`src/rtl/trace_pkg.sv`:
```
package trace_pkg;

  typedef enum logic [1:0] {
    G_HUNT,
    G_IDLE,
    G_BUSY,
    G_EXC
  } glob_st_t;

  typedef enum logic [1:0] {
    IS_WAIT,
    IS_ADDR,
    IS_INFO,
    IS_CTX
  } isync_st_t;

  localparam logic [7:0] HDR_ISYNC = 8'h08;
  localparam logic [7:0] HDR_WAYPT = 8'h72;
  localparam logic [7:0] HDR_EXCPT = 8'h76;
  localparam logic [7:0] ALIGN_END = 8'h80;

  function automatic int unsigned ctx_bytes(input logic [1:0] sel);
    case (sel)
      2'b00:   return 0;
      2'b01:   return 1;
      2'b10:   return 2;
      default: return 4;
    endcase
  endfunction

endpackage

```
`src/rtl/trace_isync_fsm.sv`:
```
module trace_isync_fsm
  import trace_pkg::*;
#(
  parameter int unsigned ADDR_W  = 32,
  parameter int unsigned WORD_W  = 32,
  parameter logic [1:0]  CTX_SEL = 2'b11
) (
  input  logic              clk_i,
  input  logic              rst_ni,
  input  logic              start_i,
  input  logic              vld_i,
  input  logic [7:0]        byte_i,
  output logic              stop_o,
  output logic [ADDR_W-1:0] addr_o,
  output logic              addr_valid_o,
  output logic [WORD_W-1:0] word_o,
  output logic              word_valid_o
);

  localparam int unsigned ADDR_BYTES = ADDR_W / 8;
  localparam int unsigned CTX_BYTES  = ctx_bytes(CTX_SEL);
  localparam int unsigned CTX_LAST   = (CTX_BYTES == 0) ? 0 : CTX_BYTES - 1;
  localparam int unsigned CNT_MAX    = (ADDR_BYTES > 4) ? ADDR_BYTES : 4;
  localparam int unsigned CNT_W      = $clog2(CNT_MAX + 1);

  isync_st_t          st;
  logic [CNT_W-1:0]   cnt;
  logic [ADDR_W-1:0]  addr_acc, addr_next;
  logic [WORD_W-1:0]  word_acc, word_next;
  logic               addr_last, ctx_last;

  always_comb begin
    addr_next = addr_acc | (ADDR_W'(byte_i) << {cnt, 3'b000});
    word_next = word_acc | (WORD_W'(byte_i) << {cnt, 3'b000});
    addr_last = (cnt == CNT_W'(ADDR_BYTES - 1));
    ctx_last  = (cnt == CNT_W'(CTX_LAST));
    stop_o    = vld_i && (((st == IS_INFO) && (CTX_BYTES == 0)) ||
                          ((st == IS_CTX) && ctx_last));
  end

  always_ff @(posedge clk_i or negedge rst_ni) begin
    if (!rst_ni) begin
      st           <= IS_WAIT;
      cnt          <= '0;
      addr_acc     <= '0;
      word_acc     <= '0;
      addr_o       <= '0;
      word_o       <= '0;
      addr_valid_o <= 1'b0;
      word_valid_o <= 1'b0;
    end else begin
      addr_valid_o <= 1'b0;
      word_valid_o <= 1'b0;
      case (st)
        IS_WAIT: begin
          if (start_i) begin
            st       <= IS_ADDR;
            cnt      <= '0;
            addr_acc <= '0;
            word_acc <= '0;
          end
        end
        IS_ADDR: begin
          if (vld_i) begin
            addr_acc <= addr_next;
            if (addr_last) begin
              addr_o       <= addr_next;
              addr_valid_o <= 1'b1;
              cnt          <= '0;
              st           <= IS_INFO;
            end else begin
              cnt <= cnt + 1'b1;
            end
          end
        end
        IS_INFO: begin
          if (vld_i) begin
            cnt <= '0;
            st  <= (CTX_BYTES == 0) ? IS_WAIT : IS_CTX;
          end
        end
        default: begin
          if (vld_i) begin
            word_acc <= word_next;
            if (ctx_last) begin
              word_o       <= word_next;
              word_valid_o <= 1'b1;
              st           <= IS_WAIT;
            end else begin
              cnt <= cnt + 1'b1;
            end
          end
        end
      endcase
    end
  end


  isync_start_idle_chk: assert property (@(posedge clk_i) disable iff (!rst_ni)
    start_i |-> (st == IS_WAIT));


  word_from_ctx_chk: assert property (@(posedge clk_i) disable iff (!rst_ni)
    word_valid_o |-> ($past(st) == IS_CTX));


  addr_pulse_chk: assert property (@(posedge clk_i) disable iff (!rst_ni)
    addr_valid_o |=> !addr_valid_o);

endmodule

```
`src/rtl/trace_follow_fsm.sv`:
```
module trace_follow_fsm #(
  parameter int unsigned MAX_FOLLOW = 4
) (
  input  logic clk_i,
  input  logic rst_ni,
  input  logic start_i,
  input  logic vld_i,
  input  logic cont_i,
  output logic stop_o
);

  localparam int unsigned CNT_W = $clog2(MAX_FOLLOW + 1);

  logic             busy;
  logic [CNT_W-1:0] cnt;

  always_comb begin
    stop_o = busy && vld_i && (!cont_i || (cnt == CNT_W'(MAX_FOLLOW - 1)));
  end

  always_ff @(posedge clk_i or negedge rst_ni) begin
    if (!rst_ni) begin
      busy <= 1'b0;
      cnt  <= '0;
    end else if (start_i) begin
      busy <= 1'b1;
      cnt  <= '0;
    end else if (busy && vld_i) begin
      if (stop_o) busy <= 1'b0;
      else        cnt  <= cnt + 1'b1;
    end
  end


  follow_start_idle_chk: assert property (@(posedge clk_i) disable iff (!rst_ni)
    start_i |-> !busy);


  follow_bound_chk: assert property (@(posedge clk_i) disable iff (!rst_ni)
    busy |-> (cnt < CNT_W'(MAX_FOLLOW)));

endmodule

```
`src/rtl/trace_flow_decoder.sv`:
```
module trace_flow_decoder
  import trace_pkg::*;
#(
  parameter int unsigned ADDR_W        = 32,
  parameter int unsigned WORD_W        = 32,
  parameter logic [1:0]  CTX_SEL       = 2'b11,
  parameter int unsigned ALIGN_ZEROS   = 5,
  parameter int unsigned BRANCH_FOLLOW = 4,
  parameter int unsigned WAYPT_FOLLOW  = 5
) (
  input  logic              clk_i,
  input  logic              rst_ni,
  input  logic              in_valid_i,
  output logic              in_ready_o,
  input  logic [7:0]        in_data_i,
  output logic [ADDR_W-1:0] sync_addr_o,
  output logic              addr_valid_o,
  output logic [WORD_W-1:0] instr_word_o,
  output logic              instr_valid_o
);

  localparam int unsigned ZC_W = $clog2(ALIGN_ZEROS + 1);

  logic [7:0]      byte_q;
  logic            vld_q;
  logic [ZC_W-1:0] zc;
  glob_st_t        gs, gs_next;
  logic            start_is, start_br, start_wp;
  logic            stop_is, stop_br, stop_wp, stop_any;
  logic            classify, align_hit, zero_track;

  assign in_ready_o = 1'b1;

  // input stage: all decisions use the registered byte
  always_ff @(posedge clk_i or negedge rst_ni) begin
    if (!rst_ni) begin
      byte_q <= '0;
      vld_q  <= 1'b0;
    end else begin
      byte_q <= in_data_i;
      vld_q  <= in_valid_i;
    end
  end

  always_comb begin
    classify   = vld_q && (gs == G_IDLE);
    align_hit  = (byte_q == ALIGN_END) && (zc == ZC_W'(ALIGN_ZEROS));
    zero_track = (gs == G_HUNT) || (gs == G_IDLE);
    start_is   = classify && (byte_q == HDR_ISYNC);
    start_wp   = classify && (byte_q == HDR_WAYPT);
    start_br   = classify && byte_q[0] && byte_q[7];
    stop_any   = stop_is || stop_br || stop_wp;
    gs_next    = gs;
    case (gs)
      G_HUNT: if (vld_q && align_hit) gs_next = G_IDLE;
      G_IDLE: begin
        if (start_is || start_wp || start_br) gs_next = G_BUSY;
        else if (classify && (byte_q == HDR_EXCPT)) gs_next = G_EXC;
      end
      G_BUSY: if (stop_any) gs_next = G_IDLE;
      default: if (vld_q) gs_next = G_IDLE;
    endcase
  end

  always_ff @(posedge clk_i or negedge rst_ni) begin
    if (!rst_ni) begin
      gs <= G_HUNT;
      zc <= '0;
    end else begin
      gs <= gs_next;
      if (vld_q) begin
        if (zero_track && (byte_q == 8'h00)) begin
          if (zc != ZC_W'(ALIGN_ZEROS)) zc <= zc + 1'b1;
        end else begin
          zc <= '0;
        end
      end
    end
  end

  trace_isync_fsm #(
    .ADDR_W (ADDR_W),
    .WORD_W (WORD_W),
    .CTX_SEL(CTX_SEL)
  ) u_isync (
    .clk_i        (clk_i),
    .rst_ni       (rst_ni),
    .start_i      (start_is),
    .vld_i        (vld_q),
    .byte_i       (byte_q),
    .stop_o       (stop_is),
    .addr_o       (sync_addr_o),
    .addr_valid_o (addr_valid_o),
    .word_o       (instr_word_o),
    .word_valid_o (instr_valid_o)
  );

  trace_follow_fsm #(.MAX_FOLLOW(BRANCH_FOLLOW)) u_branch (
    .clk_i  (clk_i),
    .rst_ni (rst_ni),
    .start_i(start_br),
    .vld_i  (vld_q),
    .cont_i (byte_q[7]),
    .stop_o (stop_br)
  );

  trace_follow_fsm #(.MAX_FOLLOW(WAYPT_FOLLOW)) u_waypt (
    .clk_i  (clk_i),
    .rst_ni (rst_ni),
    .start_i(start_wp),
    .vld_i  (vld_q),
    .cont_i (byte_q[7]),
    .stop_o (stop_wp)
  );


  start_onehot_chk: assert property (@(posedge clk_i) disable iff (!rst_ni)
    $onehot0({start_is, start_br, start_wp}));


  stop_onehot_chk: assert property (@(posedge clk_i) disable iff (!rst_ni)
    $onehot0({stop_is, stop_br, stop_wp}));


  hunt_quiet_chk: assert property (@(posedge clk_i) disable iff (!rst_ni)
    (gs == G_HUNT) |-> (!addr_valid_o && !instr_valid_o));


  instr_release_chk: assert property (@(posedge clk_i) disable iff (!rst_ni)
    instr_valid_o |-> (gs == G_IDLE));

endmodule

```
`config.mk`:
```
export PLATFORM = sky130hd
export DESIGN_NAME = trace_flow_decoder
export DESIGN_NICKNAME = d
export VERILOG_FILES = /design/src/rtl/trace_pkg.sv /design/src/rtl/trace_isync_fsm.sv /design/src/rtl/trace_follow_fsm.sv /design/src/rtl/trace_flow_decoder.sv
export SDC_FILE = /design/constraint.sdc
export NUM_CORES = 1
export LEC_CHECK = 0
export BUFFER_PORTS_ARGS = -buffer_cell sky130_fd_sc_hd__buf_2
export CAP_MARGIN = 20
export CORE_ASPECT_RATIO = 0.6
export CORE_MARGIN = 4
export CORE_UTILIZATION = 50
export CTS_CLUSTER_DIAMETER = 50
export CTS_CLUSTER_SIZE = 20
export DETAILED_ROUTE_END_ITERATION = 8
export PLACE_DENSITY = 0.8
export SLEW_MARGIN = 15
export SYNTH_ARGS = -nofsm -noshare
export SYNTH_HDL_FRONTEND = slang
export SYNTH_HIERARCHICAL = 1
export SYNTH_SLANG_ARGS = --single-unit
```
`constraint.sdc`:
```
create_clock -name clk_i -period 3.05 [get_ports clk_i]
set_input_delay 0.61 -clock clk_i [delete_from_list [all_inputs] [get_ports clk_i]]
set_output_delay 0.61 -clock clk_i [all_outputs]
set_load 0.05 [all_outputs]
```
---- Yosys cells after proc, flatten, opt, wreduce, memory -nomap -nowiden ----
Cells that the tools add are included.
storage, ports and cells
  register bits ........................... 157
cells by class
  add/subtract/negate cells ............... 4
  eq/ne operators ......................... 25
  shifts and indexed selects .............. 1
  muxes and demuxes ....................... 43
  bitwise logic cells ..................... 4
  reductions and logical operators ........ 48
operators by type and width
  cell                                                                      count
  32-bit one-hot mux with 2 select lines                                    2
  32-bit two-way mux                                                        3
  32-bit OR                                                                 2
  3-bit two-way mux                                                         14
  8-bit by 6-bit << shifter with 32-bit output                              1
  2-bit two-way mux                                                         11
  8-bit by 7-bit equality test with 1-bit output (second input constant)    2
  1-bit logical AND                                                         15
  3-bit by 1-bit adder with 3-bit output (second input constant)            4
  2-bit inequality test (second input constant)                             6
  2-bit one-hot mux with 3 select lines                                     2
  3-bit AND reduction                                                       4
  2-bit nonzero test                                                        6
  1-bit two-way mux                                                         10
  2-bit AND reduction                                                       5
  3-bit one-hot mux with 3 select lines                                     1
  8-bit by 4-bit equality test with 1-bit output (second input constant)    1
  8-bit equality test (second input constant)                               1
  8-bit zero test                                                           1
  1-bit logical OR                                                          7
  2-bit equality test (second input constant)                               3
  3-bit by 2-bit equality test with 1-bit output (second input constant)    2
  3-bit equality test (second input constant)                               2
  2-bit by 1-bit inequality test with 1-bit output (second input constant)  3
  14 further kinds                                                          17

---- Depth between registers and ports, before layout ----
Gate-level depths: netlist of run 1.
  word-level depth ........................ 7
  gate-level depth with buffers ........... 9

---- By module ----
The synthesis of run 1 kept the hierarchy.
modules (own cells, without submodules)
  module                        instances  cells each  area an instance (sq um)  seq. area each (sq um)
  trace_isync_fsm               1          547         5,431.5                   3,378.2
  trace_flow_decoder            1          62          708.2                     350.3
  trace_follow_fsm at u_waypt   1          24          230.2                     100.1
  trace_follow_fsm at u_branch  1          20          221.5                     100.1

---- Worst setup path after synthesis of run 1 ----
Ideal clock, no wire load.
  path type ............................... register -> register
  start ................................... register vld_q
  end ..................................... register u_isync.word_acc[1]
  arrival time ............................ 1.950 ns
  required time ........................... 2.929 ns
  path slack .............................. 0.979 ns
  stages on the path, launching flop included .. 9
  period minus slack after synthesis ...... 2.071 ns
  path through ............................ dfrtp_1 clkbuf_2 nand2_1 and4bb_2 inv_1 or3_1 clkbuf_1 buf_2 a22o_1
on the way
  word-level cells in the longest chain between the ends .. 4
RTL lines
  item                             RTL line                  source
  start: declaration               trace_flow_decoder.sv:25  logic vld_q;
  start signal: assignment         trace_flow_decoder.sv:41  vld_q <= in_valid_i;
  1-bit logical AND                trace_flow_decoder.sv:46  classify = vld_q && (gs == G_IDLE);
  1-bit logical AND                trace_flow_decoder.sv:49  start_is = classify && (byte_q == HDR_ISYNC);
  via start_is                     trace_flow_decoder.sv:28  logic start_is, start_br, start_wp;
  2-bit inequality test (no line)  n/a
  3-bit AND reduction (no line)    n/a
  end signal: assignment           trace_isync_fsm.sv:84     word_acc <= word_next;
  end: declaration                 trace_isync_fsm.sv:29     logic [WORD_W-1:0] word_acc, word_next;
The timed path passes the listed nets, and every way through them passes these cells.
A chain may end at the register's enable or synchronous reset.

---- Worst setup path in the final report of run 1 ----
  start ................................... register byte_q[0]
  end ..................................... register u_isync.word_acc[14]
on the way
  word-level cells in the longest chain between the ends .. 4
RTL lines
  item                                            RTL line                  source
  start: declaration                              trace_flow_decoder.sv:24  logic [7:0] byte_q;
  start signal: assignment                        trace_flow_decoder.sv:40  byte_q <= in_data_i;
  8-bit by 4-bit equality test with 1-bit output  trace_flow_decoder.sv:49
  1-bit logical AND                               trace_flow_decoder.sv:49
  via start_is                                    trace_flow_decoder.sv:28
  2-bit inequality test (no line)                 n/a
  3-bit AND reduction (no line)                   n/a
The timed path passes the listed nets, and every way through them passes these cells.

==> reports/results.ini, run 1 <==
[status]
status = finished clean

[critical_path]
startpoint_type = flip-flop
cp_max_fo = 20
path_class = reg2reg
required_ps = 3350
cp.arrival_ps = 2880
end_kind = flip-flop

[layout]
drive_gt1_frac = 0.189
syn_to_final_growth_pct = 18.6
fin_nets = 759
antenna_cells = 0
multi_input_area_um2 = 2470
nFillCells = 1030
register_area_um2 = 3930

[route]
routedWlPerCell_um = 17.3
vias = 5029
postRouteAntennaNets = 0
drt_iter0_drc = 492
routed_wl_um = 15700
drc = 0
vias_per_cell = 5.52
drt_first_pass_iters = 5

[synthesis]
synth_top_family_by_area = simple AND/OR/NAND/NOR gates
synth-compound-area-share = 0.148
syn_nets = 683
synth-xor-area-share = 0.00133
synth_top_area_share = 0.596
ys.warnings.count = 6
avgSynthCellArea_um2 = 10.1
ys_top_cells_by_area = dfrtp_1 60%, nor2_1 7.7%, o21ai_0 5.1%
synthAdderAreaFrac = 0.0361
ys_types = 48
netlist_instances = 653
yosys.area_share.simple = 0.167
synthMuxAreaShare = 0.0177
synth.largest_area_cell = dfrtp_1
syn-cell-area_um2 = 6590
synth-seq-cells = 157
synth-seq-area-share = 0.596

[power_and_ir_drop]
power.share.combinational = 0.021
clockPowerShare = 0.508
p_sw_w = 0.000922
power_density_nw_per_um2 = 570
cellInternalPower_w = 0.00353
p_total_w = 0.00445
power_leakage_nw = 3.92
swShare = 0.207
vdd_drop_max_v = 0.000385
pwr-share-seq = 0.471

[floorplanning]
die_area_um2 = 15100
rows = 32
die_x_um = 156
core-area_um2 = 12900
start_util = 0.513
num_io_pins = 78
die_y_um = 96.9

[timing]
tightest_slew_ps = 664
fmax_mhz = 387
rsz0062_at_grt = no
fin_skew_ps = 8.47
hold_ws_ps = 164
finalSetupTns_ps = 0
finalHoldViolCount = 0
post-route-period-util = 0.846
slew_viol_final = 0
relSlewSlack = 0.551
setup_violations = 0
fin_crit_ps = 2580

[global_routing]
grt_pass1_vias = 5118
grt.overflow.total = 0
grt_pass1_wl_um = 26300
grtUsageTotal = 0.218
antenna_found_initial = 0
grt_max_degree = 72

[clocking]
cts.sinks = 157
cts_resized = 0
insertion_delay_ps = 420
cts_tree = done
numCtsBuffers = 17
htreeDepth = 4
cts_root_buffer = clkbuf_16
path_clk_slew_ps = 60
cts_buffer_depth = 2
post-cts-setup-buffers = 0
cts_hold_repair.buffers = 0

[place]
io_buffers = 76
dp_hpwl_um = 10900
gp_congestion = 0.848

[worst_hold_path]
hold_path_class = in2async

[flow_run]
cap_viol_max_count = 0

synth_stat cells, drive strengths merged:
| master | count |
|---|---|
| dfrtp | 157 |
| nor2 | 135 |
| nand2 | 74 |
| o21ai | 68 |
| a21oi | 42 |
| a22o | 32 |
| clkbuf | 22 |
| inv | 21 |
| ha | 19 |
| nand2b | 13 |
| buf | 11 |
| mux2i | 6 |
| nor3 | 6 |
| mux2 | 5 |
| o21bai | 5 |
| nand3 | 4 |
| a211oi | 2 |
| a31oi | 2 |
| and3 | 2 |
| nand4b | 2 |
| nor2b | 2 |
| nor3b | 2 |
| nor4 | 2 |
| or2 | 2 |
| or3 | 2 |
| a2111oi | 1 |
| a21bo | 1 |
| a21o | 1 |
| a221oi | 1 |
| and4 | 1 |
| and4bb | 1 |
| conb | 1 |
| nand4 | 1 |
| nand4bb | 1 |
| nor4b | 1 |
| o2111a | 1 |
| o22a | 1 |
| o22ai | 1 |
| or4 | 1 |
| xor2 | 1 |
final timing paths:
path	cells past startpoint	from	end	slack, ps
worst min register to register	2	u_isync/word_o[28]	u_isync/word_o[28]	480
worst max-delay path	6	byte_q[0]	u_isync/word_acc[14]	470
min in group clk_i	1	in_data_i[6]	byte_q[6]	290
worst max register to register	6	byte_q[0]	u_isync/word_acc[14]	470
worst min-delay path	1	rst_ni	byte_q[1]	160
max in group asynchronous	2	rst_ni	u_isync/word_acc[2]	2080
worst max-delay path: stages (launching register included):
cell      delay, ps
dfrtp_1         430
nor4_1          470
and4bb_2        390
inv_1           100
or3_1           560
buf_4           300
a22o_1          210
cells in the final DEF (no fill, tap or decap), types with 5 or more instances in the layout:
| cell type | count |
|---|---|
| buf_4 | 14 |
| nand2b_1 | 13 |
| mux2_2 | 5 |
| clkbuf_16 | 17 |
| nand2_1 | 74 |
| nor3_1 | 5 |
| dfrtp_1 | 157 |
| nor2_1 | 135 |
| o21bai_1 | 5 |
| a21oi_1 | 40 |
| mux2i_1 | 6 |
| o21ai_0 | 67 |
| inv_1 | 20 |
| buf_2 | 75 |
| ha_1 | 19 |
| a22o_1 | 32 |
registers in the layout, indices dropped and copies added (netlist names), 2 cells and up:
register          cells
gs                    2
u_isync/st            2
zc                    3
u_branch/cnt          3
u_isync/addr_o       32
u_isync/cnt           3
u_isync/word_o       32
u_isync/addr_acc     32
byte_q                8
u_isync/word_acc     32
u_waypt/cnt           3
power groups by stage:
stage               Sequential (W)  Combinational (W)  Clock, W
floorplan                  0.00214          0.0000260         0
global placement           0.00213          0.0000934         0
detailed placement         0.00214          0.0000976         0
CTS                        0.00210          0.0000980   0.00230
global route               0.00210           0.000109   0.00239
finish                     0.00210          0.0000956   0.00226
through the flow:
step	area, µm²	cells	util	worst slack (ps)
floorplan	6590	653	-	979
global placement	7180	880	0.559	645
detailed placement	7180	880	0.559	535
CTS	7820	911	0.608	501
global route	7820	911	0.608	294
finish	7820	911	0.608	468
cell families after synthesis:
logic type | count (synthesis)
other | 1
buffers and inverters | 54
multiplexers | 11
AO/OA/AOI/OAI | 158
adder cells (fa/ha/maj) | 19
flip-flops | 157
AND/OR/NAND/NOR | 252
XOR/XNOR | 1
cell type report:
cell class,count,share of cell area
inverter,21,0.0101
tap,170,0.0272
multi-input combinational,442,0.315
clock inverter,11,0.0234
sequential,157,0.503
timing repair buffer,90,0.0629
clock buffer,20,0.0584
per-layer routing:
metal / GRT usage / vias up / share of wire
met5: 0 / - / 0
met3: 0.0603 / 25 / 0.080
met2: 0.314 / 185 / 0.44
li1: - / 2354 / -
met1: 0.327 / 2465 / 0.47
met4: 0.0587 / 0 / 0.014
Note: power is estimated with default switching activity, not from simulation.
==> inputs of run 2 (changes only) <==
--- a/config.mk
+++ b/config.mk
@@ -13,7 +13,7 @@
 export CTS_CLUSTER_DIAMETER = 50
 export CTS_CLUSTER_SIZE = 20
 export DETAILED_ROUTE_END_ITERATION = 8
-export PLACE_DENSITY = 0.8
+export PLACE_DENSITY = 0.83
 export SLEW_MARGIN = 15
 export SYNTH_ARGS = -nofsm -noshare
 export SYNTH_HDL_FRONTEND = slang
==> constraint.sdc (replaced) <==
create_clock -name clk_i -period 2.1 [get_ports clk_i]
set_input_delay 0.42 -clock clk_i [delete_from_list [all_inputs] [get_ports clk_i]]
set_output_delay 0.42 -clock clk_i [all_outputs]
set_load 0.05 [all_outputs]
==> reports/results.ini, run 2 (synthesis gave the netlist of run 1 again) <==
[status]
status = finished clean  ; unchanged

[global_routing]
grt_max_degree = 48  ; was 72
grtUsageTotal = 0.226  ; was 0.218
antenna_found_initial = 0  ; unchanged
grt_pass1_wl_um = 27000  ; was 26,300 µm
grt.overflow.total = 0  ; unchanged
grt_pass1_vias = 5314  ; was 5,118

[layout]
fin_nets = 783  ; was 759
fin_cells = 936  ; was 911
antenna_cells = 0  ; unchanged
drive_gt1_frac = 0.222  ; was 0.189
nFillCells = 976  ; was 1,030
final_core_util = 0.637  ; was 0.608
syn_to_final_growth_pct = 24.2  ; was 18.6%
final_common_cell = dfrtp_1  ; unchanged
most-common-layout-cells = 157 x dfrtp_1, 135 x nor2_1, 75 x buf_2  ; unchanged

[timing]
post-route-period-util = 0.979  ; was 0.846
finalHoldViolCount = 0  ; unchanged
fin_skew_ps = 10.7  ; was 8.47 ps
setup_ws_ps = 44.8  ; was 468 ps
setup_violations = 0  ; unchanged
hold_ws_ps = 98.9  ; was 164 ps
slew_viol_final = 0  ; unchanged
fmax_mhz = 487  ; was 387 MHz
relSlewSlack = 0.607  ; was 0.551
fin_crit_ps = 2060  ; was 2580 ps
tightest_slew_ps = 585  ; was 664 ps

[critical_path]
crit_chain = inv_2 > ha_4 > nand2_2 > and4bb_2 > inv_2 > or3_4 > clkbuf_16 > a22o_1  ; was nor4_1 > and4bb_2 > inv_1 > or3_1 > buf_4 > a22o_1
crit_family = simple AND/OR/NAND/NOR gates  ; unchanged
required_ps = 2400  ; was 3350 ps
max_stage_delay_ps = 430  ; was 560 ps
cp.arrival_ps = 2360  ; was 2880 ps
path_class = reg2reg  ; unchanged
end_kind = flip-flop  ; unchanged
startpoint_type = flip-flop  ; unchanged
r2r_slack_ps = 40  ; was 470 ps
slowest_stage = or3_4  ; was or3_1
cp_max_fo = 8  ; was 20
critPathMostFrequentCell = inv_2
cp_num_buf_inv = 3  ; was 2

[clocking]
numCtsBuffers = 17  ; unchanged
cts.sinks = 157  ; unchanged
cts_root_buffer = clkbuf_16  ; unchanged
insertion_delay_ps = 420  ; about the same
cts_tree = done  ; unchanged
cts_buffer_depth = 2  ; unchanged
path_clk_slew_ps = 70  ; was 60 ps
htreeDepth = 4  ; unchanged

[place]
dp_hpwl_um = 11400  ; was 10,900 µm
io_buffers = 76  ; unchanged
dp_cells = 898  ; was 880
place_ws_ps = -40.3  ; was 535 ps
gp_congestion = 0.827  ; was 0.848

[floorplanning]
start_util = 0.513  ; unchanged
core-area_um2 = 12900  ; unchanged
die_x_um = 156  ; unchanged
num_io_pins = 78  ; unchanged
die_area_um2 = 15100  ; unchanged
die_y_um = 96.9  ; unchanged
rows = 32  ; unchanged

[power_and_ir_drop]
clockPowerShare = 0.507  ; was 0.508
vdd_drop_max_v = 0.000539  ; was 0.000385 V
swShare = 0.215  ; was 0.207
pwr-share-seq = 0.467  ; was 0.471
p_sw_w = 0.00140  ; was 0.000922 W
power_leakage_nw = 4.10  ; was 3.92 nW
power_density_nw_per_um2 = 796  ; was 570 nW/µm²
power.share.combinational = 0.026  ; was 0.021
cellInternalPower_w = 0.00512  ; was 0.00353 W

[route]
drt_iter0_drc = 400  ; was 492
routed_wl_um = 16800  ; was 15,700 µm
routedWlPerCell_um = 17.9  ; was 17.3 µm
postRouteAntennaNets = 0  ; unchanged
drt_first_pass_iters = 5  ; unchanged
vias = 5326  ; was 5,029
drc = 0  ; unchanged
vias_per_cell = 5.69  ; was 5.52

[flow_run]
cap_viol_max_count = 0  ; unchanged

[worst_hold_path]
hold_path_class = in2reg  ; was in2async

## run 2: cell types whose count changed in the layout (fill, tap and decap cells not counted), sizes merged
cell / before / now
clkinvlp: 1 / 4
buf: 90 / 112
clkinv: 4 / 2
dlygate4sd3: 0 / 1
clkbuf: 20 / 21
## run 2: worst paths after layout
path                                     from              endpoint  depth (start not counted)
setup reg to reg                        gs[1]  u_isync/word_acc[22]                          8
min in group asynchronous              rst_ni                 zc[0]                          2
hold reg to reg            u_isync/addr_o[23]    u_isync/addr_o[23]                          2
max in group asynchronous              rst_ni  u_isync/word_acc[26]                          3
setup / recovery                        gs[1]  u_isync/word_acc[22]                          8
hold / removal                   in_data_i[3]             byte_q[3]                          1
## run 2: worst reg2reg max path: stages, from the launching register on
cell       delay, ps
dfrtp_1          410
inv_2            100
ha_4             130
nand2_2           60
and4bb_2         350
inv_2             70
or3_4            430
clkbuf_16        200
a22o_1           180
## run 2: metal layers
| layer | up-vias | global-route usage | routed length, µm |
|---|---|---|---|
| met4 | 0 | 0.0580 | 170 |
| met3 | 22 | 0.0581 | 1380 |
| met1 | 2662 | 0.333 | 7730 |
| met5 | - | 0 | 0 |
| li1 | 2405 | - | - |
| met2 | 237 | 0.337 | 7520 |
## run 2: power groups by stage
stage | Combinational [W] | Clock [W] | Sequential [W]
after global routing | 0.000191 | 0.00346 | 0.00304
after CTS | 0.000171 | 0.00332 | 0.00304
final | 0.000172 | 0.00330 | 0.00304
after floorplan | 0.0000377 | 0 | 0.00310
after detailed placement | 0.000169 | 0 | 0.00310
after global placement | 0.000163 | 0 | 0.00309
## run 2: layout make-up
type / count / area (µm²) / share of cell area
Sequential cell: 157 / 3930 / 0.480
Multi-Input combinational cell: 442 / 2510 / 0.307
Timing Repair Buffer: 114 / 825 / 0.101
Clock buffer: 20 / 447 / 0.0546
Tap cell: 170 / 213 / 0.0260
Clock inverter: 12 / 185 / 0.0226
Inverter: 21 / 78.8 / 0.00963
## run 2: what timing repair did
action                                  in CTS  in global routing
gates resized for setup                      5                  6
pin swaps                                    2                  4
buffers inserted                             1                  2
endpoints found under the setup margin      34                 36
endpoints found under the hold margin       41                  0
cloned                                       1                  1
hold buffers                                 1                  0
## run 2: metrics by stage
stage / setup TNS [ps] / power, W / area (µm²)
after floorplan: 0 / 0.00314 / 6590
after global placement: 0 / 0.00326 / 7430
after detailed placement: -135 / 0.00326 / 7430
after CTS: 0 / 0.00654 / 8110
after global routing: -0.0657 / 0.00669 / 8190
final: 0 / 0.00652 / 8190
==> inputs of run 3 (changes only) <==
--- a/config.mk
+++ b/config.mk
@@ -13,7 +13,7 @@
 export CTS_CLUSTER_DIAMETER = 50
 export CTS_CLUSTER_SIZE = 20
 export DETAILED_ROUTE_END_ITERATION = 8
-export PLACE_DENSITY = 0.83
+export PLACE_DENSITY = 0.73
 export SLEW_MARGIN = 15
 export SYNTH_ARGS = -nofsm -noshare
 export SYNTH_HDL_FRONTEND = slang
==> reports/results.ini, run 3 (synthesis gave the netlist of run 1 again) <==
[floorplanning]
start_util = 0.513  ; unchanged
die_area_um2 = 15100  ; unchanged
num_io_pins = 78  ; unchanged
die_x_um = 156  ; unchanged
die_y_um = 96.9  ; unchanged
core-area_um2 = 12900  ; unchanged
rows = 32  ; unchanged

[worst_hold_path]
hold_path_class = in2async  ; was in2reg

[clocking]
cts.sinks = 157  ; unchanged
cts_tree = done  ; unchanged
insertion_delay_ps = 420  ; about the same
path_clk_slew_ps = 60  ; was 70 ps
cts_root_buffer = clkbuf_16  ; unchanged
numCtsBuffers = 17  ; unchanged
htreeDepth = 4  ; unchanged
cts_buffer_depth = 2  ; unchanged

[layout]
drive_gt1_frac = 0.210  ; was 0.222
fin_cells = 928  ; was 936
fin_nets = 775  ; was 783
antenna_cells = 0  ; unchanged
syn_to_final_growth_pct = 20.7  ; was 24.2%
most-common-layout-cells = 157 x dfrtp_1, 135 x nor2_1, 75 x buf_2  ; unchanged
stdcell_area_um2 = 7950  ; was 8190 µm²
final_common_cell = dfrtp_1  ; unchanged

[critical_path]
r2r_slack_ps = 30  ; was 40 ps
startpoint_type = flip-flop  ; unchanged
crit_chain = inv_2 > ha_1 > nand2_1 > and4bb_2 > mux2_2 > o21ai_1 > a31oi_2 > mux2_2  ; was inv_2 > ha_4 > nand2_2 > and4bb_2 > inv_2 > or3_4 > clkbuf_16 > a22o_1
cp.arrival_ps = 2360  ; about the same
critPathMostFrequentCell = mux2_2  ; was inv_2
r2r_end = u_isync/cnt[0]  ; was u_isync/word_acc[22]
worstRegToRegCells = 8  ; unchanged
cp_max_fo = 4  ; was 8
end_kind = flip-flop  ; unchanged
max_stage_delay_ps = 410  ; was 430 ps
slowest_stage = dfrtp_1  ; was or3_4
startpoint = gs[1]  ; unchanged
required_ps = 2390  ; was 2400 ps
worstReg2RegStart = gs[1]  ; unchanged
path_class = reg2reg  ; unchanged

[timing]
tightest_slew_ps = 601  ; was 585 ps
relSlewSlack = 0.599  ; was 0.607
hold_ws_ps = -28.5  ; was 98.9 ps
rsz0062_at_grt = yes
finalHoldViolCount = 15  ; was 0
fin_skew_ps = 11.3  ; was 10.7 ps
fmax_mhz = 483  ; was 487 MHz
setup_ws_ps = 28.7  ; was 44.8 ps
fin_crit_ps = 2070  ; was 2060 ps
post-route-period-util = 0.986  ; was 0.979
slew_viol_final = 0  ; unchanged
setup_violations = 0  ; unchanged

[global_routing]
antenna_found_initial = 0  ; unchanged
grt_pass1_wl_um = 26500  ; was 27,000 µm
grtUsageTotal = 0.222  ; was 0.226
grt.overflow.total = 0  ; unchanged
grt_pass1_vias = 5221  ; was 5,314
grt_max_degree = 63  ; was 48

[place]
dp_hpwl_um = 11000  ; was 11,400 µm
dp_cells = 895  ; was 898
place_ws_ps = -48.6  ; was -40.3 ps
gp_congestion = 0.939  ; was 0.827
io_buffers = 76  ; unchanged
placed_cell_area_um2 = 7370  ; was 7430 µm²

[route]
drt_first_pass_iters = 5  ; unchanged
vias = 5120  ; was 5,326
drt_iter0_drc = 405  ; was 400
routedWlPerCell_um = 17.2  ; was 17.9 µm
drc = 0  ; unchanged
routed_wl_um = 16000  ; was 16,800 µm
postRouteAntennaNets = 0  ; unchanged
vias_per_cell = 5.52  ; was 5.69

[power_and_ir_drop]
vdd_drop_max_v = 0.000546  ; was 0.000539 V
p_total_w = 0.00610  ; was 0.00652 W
power_leakage_nw = 3.99  ; was 4.10 nW
power_density_nw_per_um2 = 767  ; was 796 nW/µm²

[flow_run]
cap_viol_max_count = 0  ; unchanged

[status]
violations = hold timing
status = finished with violations  ; was finished clean

run 3: changes by cell type in the layout (fill, tap and decap cells not counted), moves of 2 or more:
cell and change:
bufinv_16 -3, buf_6 +2, clkinv_2 +2, buf_4 -4
clkinv_4 +2, buf_12 -3
run 3: per-stage QoR:
| stage | utilization | setup TNS, ps |
|---|---|---|
| after floorplan | - | 0 |
| after global placement | 0.573 | 0 |
| after detailed placement | 0.573 | -84.0 |
| after CTS | 0.618 | 0 |
| after global routing | 0.619 | -55.1 |
| final | 0.619 | 0 |
run 3: timing repair:
action / CTS / global route
buffers inserted: 0 / 1
gates resized for setup: 2 / 3
setup endpoints to repair: 28 / 52
hold buffers: 0 / 0
cloned: 0 / 0
pin swaps: 0 / 1
run 3: worst max-delay path, delay by kind of cell (launching register included):
family | cells | cell delay, ps
DFF | 1 | 410
adders and majority gates | 1 | 170
AOI/OAI and AO/OA | 2 | 320
buffers and inverters | 1 | 80
and+or+nand+nor | 2 | 430
muxes | 2 | 530
run 3: layer usage:
metal  up-vias  global-route usage  share of wire
met5         -                   0              0
met4         0              0.0600          0.014
met3        27              0.0617          0.078
met2       186               0.336           0.45
met1      2528               0.318           0.46
li1       2379                   -              -
run 3: power breakdown:
part	total [W]	internal [W]	switching [W]	leakage (nW)
clock network	0.00290	0.00167	0.00123	0.267
registers	0.00304	0.00303	0.00000758	2.17
logic	0.000159	0.0000431	0.000116	1.55
total	0.00610	0.00475	0.00135	3.99
run 3: how the worst max path moves through the flow:
stage | slack, ps | endpoint | depth (start not counted)
after detailed placement | -50 | u_isync/word_acc[31] | 6
final | 30 | u_isync/cnt[0] | 8
after floorplan | 30 | u_isync/word_acc[1] | 8
after global placement | 90 | u_isync/word_acc[31] | 8
after CTS | 10 | u_isync/word_acc[20] | 8
after global routing | -20 | u_isync/cnt[0] | 8
run 3: final cells by class:
class                   instances  area [µm²]
fillers                      1050        4900
flip-flops and latches        157        3930
multi-input cells             442        2480
repair buffers                106         694
clock buffers                  20         447
well taps                     170         213
clock inverters                12         115
inverters                      21        78.8
